==> src/rtl/mbus_pkg.sv <==
package mbus_pkg;
  localparam int ADDR_W  = 5;
  localparam int CMD_W   = 3;
  localparam int BYTE_W  = 8;
  localparam int FIELD_W = ADDR_W + CMD_W + 2 * BYTE_W;

  localparam logic [ADDR_W-1:0] ADDR_ALL  = '1;
  localparam logic [CMD_W-1:0]  CMD_READ  = 3'd1;
  localparam logic [CMD_W-1:0]  CMD_CLEAR = 3'd4;

  // Modulo-256 sum over the header byte and the data byte
  function automatic logic [BYTE_W-1:0] frame_sum(input logic [ADDR_W-1:0] a,
                                                  input logic [CMD_W-1:0] c,
                                                  input logic [BYTE_W-1:0] d);
    return {a, c} + d;
  endfunction

  function automatic logic [FIELD_W-1:0] pack_fields(input logic [ADDR_W-1:0] a,
                                                     input logic [CMD_W-1:0] c,
                                                     input logic [BYTE_W-1:0] d);
    return {a, c, d, frame_sum(a, c, d)};
  endfunction
endpackage

==> src/rtl/mbus_rx.sv <==
module mbus_rx
  import mbus_pkg::*;
#(
  parameter int HALF_CYC = 4
) (
  input  logic               clk,
  input  logic               rst_n,
  input  logic               line_in,
  output logic               frame_done,
  output logic [FIELD_W-1:0] frame_bits,
  output logic               code_err
);
  localparam int BIT_CYC = 2 * HALF_CYC;
  localparam int QUIET   = 3 * HALF_CYC;
  localparam int NBITS   = FIELD_W + 1;
  localparam int CW      = $clog2(QUIET + 1);
  localparam int BW      = $clog2(NBITS + 1);
  localparam logic [CW-1:0] P_FIRST = CW'(HALF_CYC / 2);
  localparam logic [CW-1:0] P_SEC   = CW'(HALF_CYC + HALF_CYC / 2);
  localparam logic [CW-1:0] P_LAST  = CW'(BIT_CYC - 1);
  localparam logic [CW-1:0] Q_FULL  = CW'(QUIET);
  localparam logic [BW-1:0] B_LAST  = BW'(NBITS - 1);

  logic [1:0]         sync;
  logic               ln, ln_d;
  logic [CW-1:0]      qcnt;
  logic               busy;
  logic [CW-1:0]      pos;
  logic [BW-1:0]      bidx;
  logic               h1;
  logic [FIELD_W-1:0] sh;
  logic               quiet, rise;

  assign ln    = sync[1];
  assign quiet = (qcnt == Q_FULL);
  assign rise  = ln && !ln_d && quiet;
  assign frame_bits = sh;

  always_ff @(posedge clk) begin
    if (!rst_n) begin
      sync <= '0;
      ln_d <= 1'b0;
      qcnt <= '0;
    end else begin
      sync <= {sync[0], line_in};
      ln_d <= ln;
      if (ln) qcnt <= '0;
      else if (!quiet) qcnt <= qcnt + CW'(1);
    end
  end

  always_ff @(posedge clk) begin
    if (!rst_n) begin
      busy       <= 1'b0;
      pos        <= '0;
      bidx       <= '0;
      h1         <= 1'b0;
      sh         <= '0;
      frame_done <= 1'b0;
      code_err   <= 1'b0;
    end else begin
      frame_done <= 1'b0;
      code_err   <= 1'b0;
      if (!busy) begin
        if (rise) begin
          busy <= 1'b1;
          pos  <= CW'(1);
          bidx <= '0;
        end
      end else begin
        pos <= (pos == P_LAST) ? '0 : pos + CW'(1);
        if (pos == P_FIRST) h1 <= ln;
        if (pos == P_SEC) begin
          if ((ln == h1) || (bidx == '0 && !h1)) begin
            code_err <= 1'b1;
            busy     <= 1'b0;
          end else if (bidx != '0) begin
            sh <= {sh[FIELD_W-2:0], h1};
          end
        end
        if (pos == P_LAST) begin
          if (bidx == B_LAST) begin
            frame_done <= 1'b1;
            busy       <= 1'b0;
          end else begin
            bidx <= bidx + BW'(1);
          end
        end
      end
    end
  end
endmodule

==> src/rtl/mbus_fifo.sv <==
module mbus_fifo #(
  parameter int W     = 16,
  parameter int DEPTH = 4
) (
  input  logic                       clk,
  input  logic                       rst_n,
  input  logic                       push,
  input  logic [W-1:0]               wdata,
  input  logic                       pop,
  input  logic                       flush,
  output logic [W-1:0]               rdata,
  output logic                       full,
  output logic                       empty,
  output logic [$clog2(DEPTH+1)-1:0] count
);
  localparam int AW = (DEPTH > 1) ? $clog2(DEPTH) : 1;
  localparam int CW = $clog2(DEPTH + 1);
  localparam logic [AW-1:0] A_LAST = AW'(DEPTH - 1);
  localparam logic [CW-1:0] C_FULL = CW'(DEPTH);

  logic [W-1:0]  mem [DEPTH];
  logic [AW-1:0] wp, rp;
  logic          do_push, do_pop;

  function automatic logic [AW-1:0] step(input logic [AW-1:0] p);
    return (p == A_LAST) ? '0 : p + AW'(1);
  endfunction

  assign full    = (count == C_FULL);
  assign empty   = (count == '0);
  assign do_push = push && !full;
  assign do_pop  = pop && !empty;
  assign rdata   = mem[rp];

  always_ff @(posedge clk) begin
    if (do_push) mem[wp] <= wdata;
  end

  always_ff @(posedge clk) begin
    if (!rst_n || flush) begin
      wp    <= '0;
      rp    <= '0;
      count <= '0;
    end else begin
      if (do_push) wp <= step(wp);
      if (do_pop)  rp <= step(rp);
      if (do_push && !do_pop)      count <= count + CW'(1);
      else if (do_pop && !do_push) count <= count - CW'(1);
    end
  end
endmodule

==> src/rtl/mbus_tx.sv <==
module mbus_tx
  import mbus_pkg::*;
#(
  parameter int HALF_CYC = 4,
  parameter int SMP_W    = 16
) (
  input  logic              clk,
  input  logic              rst_n,
  input  logic              start,
  input  logic [SMP_W-1:0]  word,
  input  logic [ADDR_W-1:0] node_addr,
  output logic              line_out,
  output logic              drive,
  output logic              busy
);
  localparam int BIT_CYC = 2 * HALF_CYC;
  localparam int GAP_CYC = 2 * BIT_CYC;
  localparam int NBITS   = FIELD_W + 1;
  localparam int NFRAG   = SMP_W / BYTE_W;
  localparam int CW      = $clog2(GAP_CYC + 1);
  localparam int BW      = $clog2(NBITS + 1);
  localparam int FW      = (NFRAG > 1) ? $clog2(NFRAG) : 1;
  localparam logic [CW-1:0] C_HALF = CW'(HALF_CYC);
  localparam logic [CW-1:0] C_BIT  = CW'(BIT_CYC - 1);
  localparam logic [CW-1:0] C_GAP  = CW'(GAP_CYC - 1);
  localparam logic [BW-1:0] B_LAST = BW'(NBITS - 1);
  localparam logic [FW-1:0] F_LAST = FW'(NFRAG - 1);

  typedef enum logic [1:0] {TX_IDLE, TX_GAP, TX_SEND} tx_state_t;

  tx_state_t        st;
  logic [CW-1:0]    cnt;
  logic [BW-1:0]    bidx;
  logic [FW-1:0]    frag;
  logic [SMP_W-1:0] word_q, shifted;
  logic [FIELD_W:0] sh;
  logic [BYTE_W-1:0] frag_byte;

  always_comb begin
    shifted   = word_q << (BYTE_W * frag);
    frag_byte = shifted[SMP_W-1 -: BYTE_W];
  end

  assign busy     = (st != TX_IDLE);
  assign drive    = (st == TX_SEND);
  assign line_out = drive && ((cnt < C_HALF) ? sh[FIELD_W] : !sh[FIELD_W]);

  always_ff @(posedge clk) begin
    if (!rst_n) begin
      st     <= TX_IDLE;
      cnt    <= '0;
      bidx   <= '0;
      frag   <= '0;
      word_q <= '0;
      sh     <= '0;
    end else begin
      case (st)
        TX_IDLE: if (start) begin
          st     <= TX_GAP;
          cnt    <= '0;
          frag   <= '0;
          word_q <= word;
        end
        TX_GAP: begin
          if (cnt == C_GAP) begin
            st   <= TX_SEND;
            cnt  <= '0;
            bidx <= '0;
            sh   <= {1'b1, pack_fields(node_addr, CMD_W'(frag), frag_byte)};
          end else begin
            cnt <= cnt + CW'(1);
          end
        end
        TX_SEND: begin
          if (cnt == C_BIT) begin
            cnt <= '0;
            if (bidx == B_LAST) begin
              if (frag == F_LAST) begin
                st <= TX_IDLE;
              end else begin
                frag <= frag + FW'(1);
                st   <= TX_GAP;
              end
            end else begin
              bidx <= bidx + BW'(1);
              sh   <= {sh[FIELD_W-1:0], 1'b0};
            end
          end else begin
            cnt <= cnt + CW'(1);
          end
        end
        default: st <= TX_IDLE;
      endcase
    end
  end
endmodule

==> src/rtl/mbus_slave.sv <==
module mbus_slave
  import mbus_pkg::*;
#(
  parameter int HALF_CYC   = 4,
  parameter int SMP_W      = 16,
  parameter int FIFO_DEPTH = 4
) (
  input  logic              clk,
  input  logic              rst_n,
  input  logic [ADDR_W-1:0] node_addr,
  input  logic              bus_din,
  output logic              bus_dout,
  output logic              bus_drive,
  output logic              cmd_valid,
  output logic [CMD_W-1:0]  cmd_code,
  output logic              cmd_bcast,
  output logic [BYTE_W-1:0] cmd_data,
  output logic              code_err,
  input  logic              smp_valid,
  input  logic [SMP_W-1:0]  smp_data,
  output logic              smp_ready
);
  localparam int CNT_W = $clog2(FIFO_DEPTH + 1);

  logic               frame_done;
  logic [FIELD_W-1:0] frame_bits;
  logic [ADDR_W-1:0]  f_addr;
  logic [CMD_W-1:0]   f_cmd;
  logic [BYTE_W-1:0]  f_data, f_sum;
  logic               is_all, addr_hit, sum_ok, accept;
  logic               tx_start, tx_busy, fifo_flush;
  logic               fifo_full, fifo_empty;
  logic [SMP_W-1:0]   fifo_head;
  logic [CNT_W-1:0]   fifo_cnt;

  mbus_rx #(.HALF_CYC(HALF_CYC)) u_rx (
    .clk(clk), .rst_n(rst_n), .line_in(bus_din),
    .frame_done(frame_done), .frame_bits(frame_bits), .code_err(code_err)
  );

  assign {f_addr, f_cmd, f_data, f_sum} = frame_bits;
  assign is_all     = (f_addr == ADDR_ALL);
  assign addr_hit   = is_all || (f_addr == node_addr);
  assign sum_ok     = (f_sum == frame_sum(f_addr, f_cmd, f_data));
  assign accept     = frame_done && addr_hit && sum_ok;
  assign fifo_flush = accept && (f_cmd == CMD_CLEAR);
  assign tx_start   = accept && !is_all && (f_cmd == CMD_READ) && !fifo_empty && !tx_busy;

  mbus_fifo #(.W(SMP_W), .DEPTH(FIFO_DEPTH)) u_fifo (
    .clk(clk), .rst_n(rst_n), .push(smp_valid), .wdata(smp_data),
    .pop(tx_start), .flush(fifo_flush), .rdata(fifo_head),
    .full(fifo_full), .empty(fifo_empty), .count(fifo_cnt)
  );

  assign smp_ready = !fifo_full;

  mbus_tx #(.HALF_CYC(HALF_CYC), .SMP_W(SMP_W)) u_tx (
    .clk(clk), .rst_n(rst_n), .start(tx_start), .word(fifo_head),
    .node_addr(node_addr), .line_out(bus_dout), .drive(bus_drive), .busy(tx_busy)
  );

  always_ff @(posedge clk) begin
    if (!rst_n) begin
      cmd_valid <= 1'b0;
      cmd_code  <= '0;
      cmd_bcast <= 1'b0;
      cmd_data  <= '0;
    end else begin
      cmd_valid <= accept;
      if (accept) begin
        cmd_code  <= f_cmd;
        cmd_bcast <= is_all;
        cmd_data  <= f_data;
      end
    end
  end
endmodule

==> config.mk <==
export PLATFORM = sky130hd
export DESIGN_NAME = mbus_slave
export DESIGN_NICKNAME = d
export VERILOG_FILES = /design/src/rtl/mbus_pkg.sv /design/src/rtl/mbus_rx.sv /design/src/rtl/mbus_fifo.sv /design/src/rtl/mbus_tx.sv /design/src/rtl/mbus_slave.sv
export SDC_FILE = /design/constraint.sdc
export NUM_CORES = 1
export LEC_CHECK = 0
export ABC_AREA = 1
export BUFFER_PORTS_ARGS = -buffer_cell sky130_fd_sc_hd__buf_2
export CAP_MARGIN = 30
export CORE_MARGIN = 8
export CORE_UTILIZATION = 55
export DETAILED_ROUTE_END_ITERATION = 7
export PLACE_DENSITY = 0.78
export SLEW_MARGIN = 20
export SYNTH_ARGS = -nofsm -noshare
export SYNTH_HDL_FRONTEND = slang
export SYNTH_SLANG_ARGS = --single-unit
export TNS_END_PERCENT = 100
==> constraint.sdc <==
create_clock -name clk -period 3.4 [get_ports clk]
set_clock_uncertainty 0.15 [all_clocks]
set_input_delay 0.51 -clock clk [delete_from_list [all_inputs] [get_ports clk]]
set_output_delay 0.51 -clock clk [all_outputs]
set_load 0.05 [all_outputs]
==> impl_metrics.csv <==
group,metric,value,unit
status,outcome,"complete, no violations",
clocking,cts.clk_slew.worst_paths,0.07,ns
power,vdd_ir_drop_max,0.5464,mV
worst_setup_path,cp.required,3.58,ns
sta,maxSlewViolCount,0,
floorplan,start_util,55.72,%
layout,multi_input_area,0.003526,mm2
power,power.total,4.913,mW
sta,hold_ws,0.1271,ns
yosys,post_synth_inst_count,1006,
sta,hold_violations,0,
sta,finalSetupViolCount,0,
detailed_routing,post_drt_via_cell_ratio,5.403,
sta,slew_headroom,47.40,%
layout,drive_above_1_share,11.61,%
floorplan,die_x,139.6,um
layout,fillers,1264,
global_routing,grt_usage,17.75,%
place,place_hpwl,11.42,mm
layout,final_common_cell,"nand2_1",
clocking,numCtsBuffers,17,
yosys,yosysUniqueCellTypes,43,
global_routing,grt_pass1_wl,28.60,mm
clocking,hold_buffers,0,
run,maxCapViolations,0,
layout,n_antenna_cell,0,
yosys,synthFlopType,"dfxtp_1",
detailed_routing,ant_nets,0,
power,p_per_area,517.5,mW/mm2
clocking,h-tree-depth,4,
global_routing,grt_start_max_net_pins,53,
global_routing,first_global_vias,6195,
yosys,synth_edf_count,64,
layout,register_area,0.004287,mm2
worst_setup_path,cp-end-kind,"flip-flop",
worst_setup_path,arrival,3.34,ns
floorplan,rows,45,
global_routing,overflow,0,
worst_setup_path,crit_path_start_kind,"flip-flop",
sta,worst_slew_pin_slew,0.7881,ns
detailed_routing,drtPass1Iterations,4,
place,numPortBuffers,41,
detailed_routing,first_iter_violations,515,
sta,finalCriticalPeriod,3.157,ns
sta,timing.fmax,316.8,MHz
floorplan,die_y,139.6,um
sta,rsz0062_at_grt,"false",
detailed_routing,route.detailed.drc,0,
power,p_leak,3.869,nW
yosys,syn_avg_cell_area,8.358,um2
yosys,ys_warn_count,0,
yosys,ys_seq_elements,182,
clocking,cts_root_buffer,"clkbuf_16",
layout,nets,1108,
yosys,seq_area_frac_synth,50.95,%
floorplan,core_area,0.01509,mm2
layout,layout_common_cells,"nand2_1, dfxtp_1, inv_1",
clocking,cts_tree,"yes",
worst_setup_path,cp_max_fo,5,
floorplan,io_pins,42,
global_routing,antenna_found_initial,0,
layout,syn2layout_area_growth,12.90,%
sta,fin_tns_setup,0,ns
worst_hold_path,hold_class,"input pin to flip-flop",
detailed_routing,routedWlPerCell,13.75,um
yosys,synthArstFlopShare,0,%
detailed_routing,vias,6738,
detailed_routing,wl,17.15,mm
yosys,syn-num-nets,1068,
place,gp_congestion,0.9074,
yosys,netlist_area,0.008408,mm2
worst_setup_path,crit_type,"flip-flop to flip-flop",
clocking,cts_sinks,182,
floorplan,dieArea,0.01950,mm2
clocking,clk_latency,0.44,ns
sta,period_share,92.85,%
clocking,cts_max_path_buffers,2,
-- metrics by stage --
stage                     cell area, um2  setup WS, ns  std cells  utilization [%]
after floorplan                     8408        0.2080       1006                -
after global placement              8811        0.2623       1211            58.39
after detailed placement            8811        0.1956       1211            58.39
after CTS                           9425        0.1608       1243            62.46
after global routing                9493      0.002464       1247            62.91
final                               9493        0.2430       1247            62.91
-- registers in the layout, summed over array words and instances (netlist names), 5 cells and up --
name and cells:
u_fifo.mem 64, u_tx.sh 25, u_rx.frame_bits 24, u_tx.word_q 16, cmd_data 8, u_rx.bidx 5
u_tx.bidx 5, u_tx.cnt 5
-- worst paths after layout --
kind	startpoint	end	slack [ns]	cells after the start
hold / removal	smp_data[11]	u_fifo.mem[1][11]$_DFFE_PP_	0.13	1
setup reg to reg	u_rx.frame_bits[8]$_SDFFE_PN0P_	u_fifo.count[1]$_SDFFE_PP0P_	0.24	16
setup / recovery	u_rx.frame_bits[8]$_SDFFE_PN0P_	u_fifo.count[1]$_SDFFE_PP0P_	0.24	16
hold reg to reg	u_rx.sync[0]$_SDFF_PN0_	u_rx.sync[1]$_SDFF_PN0_	0.28	2
-- worst max-delay path: stages, from the launching register on --
cell and delay, ns:
dfxtp_2 0.34, ha_4 0.17, fa_2 0.53, nand2_1 0.05, nand2_1 0.06, nand4_1 0.10, nor2_2 0.14, nand4_1 0.10
nor2_2 0.18, nand4_4 0.14, nor2_8 0.18, clkinv_8 0.06, ha_2 0.18, inv_2 0.07, fa_1 0.40, o21ai_1 0.14
nor2_1 0.05
-- per-layer routing --
metal,global-route usage (%),part of all wire (%),vias to the layer above
li1,-,-,3440
met1,21.89,46,3134
met2,29.47,47,152
met3,4.617,5.4,12
met4,6.457,0.93,0
met5,0,0,-
-- power breakdown --
group | switching [mW] | total, mW | internal, mW | leakage (nW)
clock network | 0.946 | 2.01 | 1.07 | 0.299
logic | 0.297 | 0.447 | 0.150 | 2.03
registers | 0.0608 | 2.45 | 2.39 | 1.54
-- layout make-up --
class / count / share of cell area [%]
well taps: 188 / 2.478
inverters: 116 / 4.719
repair buffers: 62 / 4.033
multi-input cells: 667 / 37.14
clock inverters: 15 / 1.990
clock buffers: 17 / 4.481
flip-flops and latches: 182 / 45.16
-- cells in the mapped netlist (2+ instances only) --
cell | n | share of area, %
edfxtp_1 | 64 | 23
a32oi_1 | 16 | 1.7
dfxtp_1 | 118 | 28
nor2_2 | 4 | 0.30
and3_1 | 5 | 0.37
a21oi_1 | 103 | 6.1
fa_1 | 2 | 0.48
nor3_1 | 12 | 0.71
xnor2_1 | 5 | 0.52
nand2_2 | 2 | 0.15
clkbuf_2 | 2 | 0.12
nand4_1 | 9 | 0.67
clkbuf_1 | 31 | 1.4
a211oi_1 | 2 | 0.18
buf_4 | 2 | 0.18
o21ai_0 | 81 | 4.8
inv_1 | 113 | 5.0
or2_2 | 3 | 0.22
nand2_1 | 228 | 10
o21ai_2 | 7 | 0.73
ha_1 | 35 | 5.2
nor4_1 | 3 | 0.22
nand3_1 | 37 | 2.2
a31oi_1 | 17 | 1.3
inv_2 | 2 | 0.089
o21bai_1 | 2 | 0.18
buf_2 | 5 | 0.30
o211ai_1 | 3 | 0.27
nor2_1 | 75 | 3.3
xor2_1 | 5 | 0.52
-- what timing repair did --
item | 4_1_cts | 5_1_grt
gates resized for setup | 0 | 11
endpoints found under the setup margin | 0 | 2
setup buffers | 0 | 3
-- cells by family (layout without fill, tap and decap cells) --
logic type / Yosys count / in the layout / share of synthesized area, %
compound gates: 235 / 235 / 15.58
mux: 1 / 1 / 0.1191
flops: 182 / 182 / 50.95
xor+xnor: 10 / 10 / 1.042
buf+inv: 157 / 210 / 7.321
fa+ha+maj: 37 / 37 / 5.685
simple gates: 384 / 384 / 19.30
No activity file was read; power rests on OpenSTA's default activity.
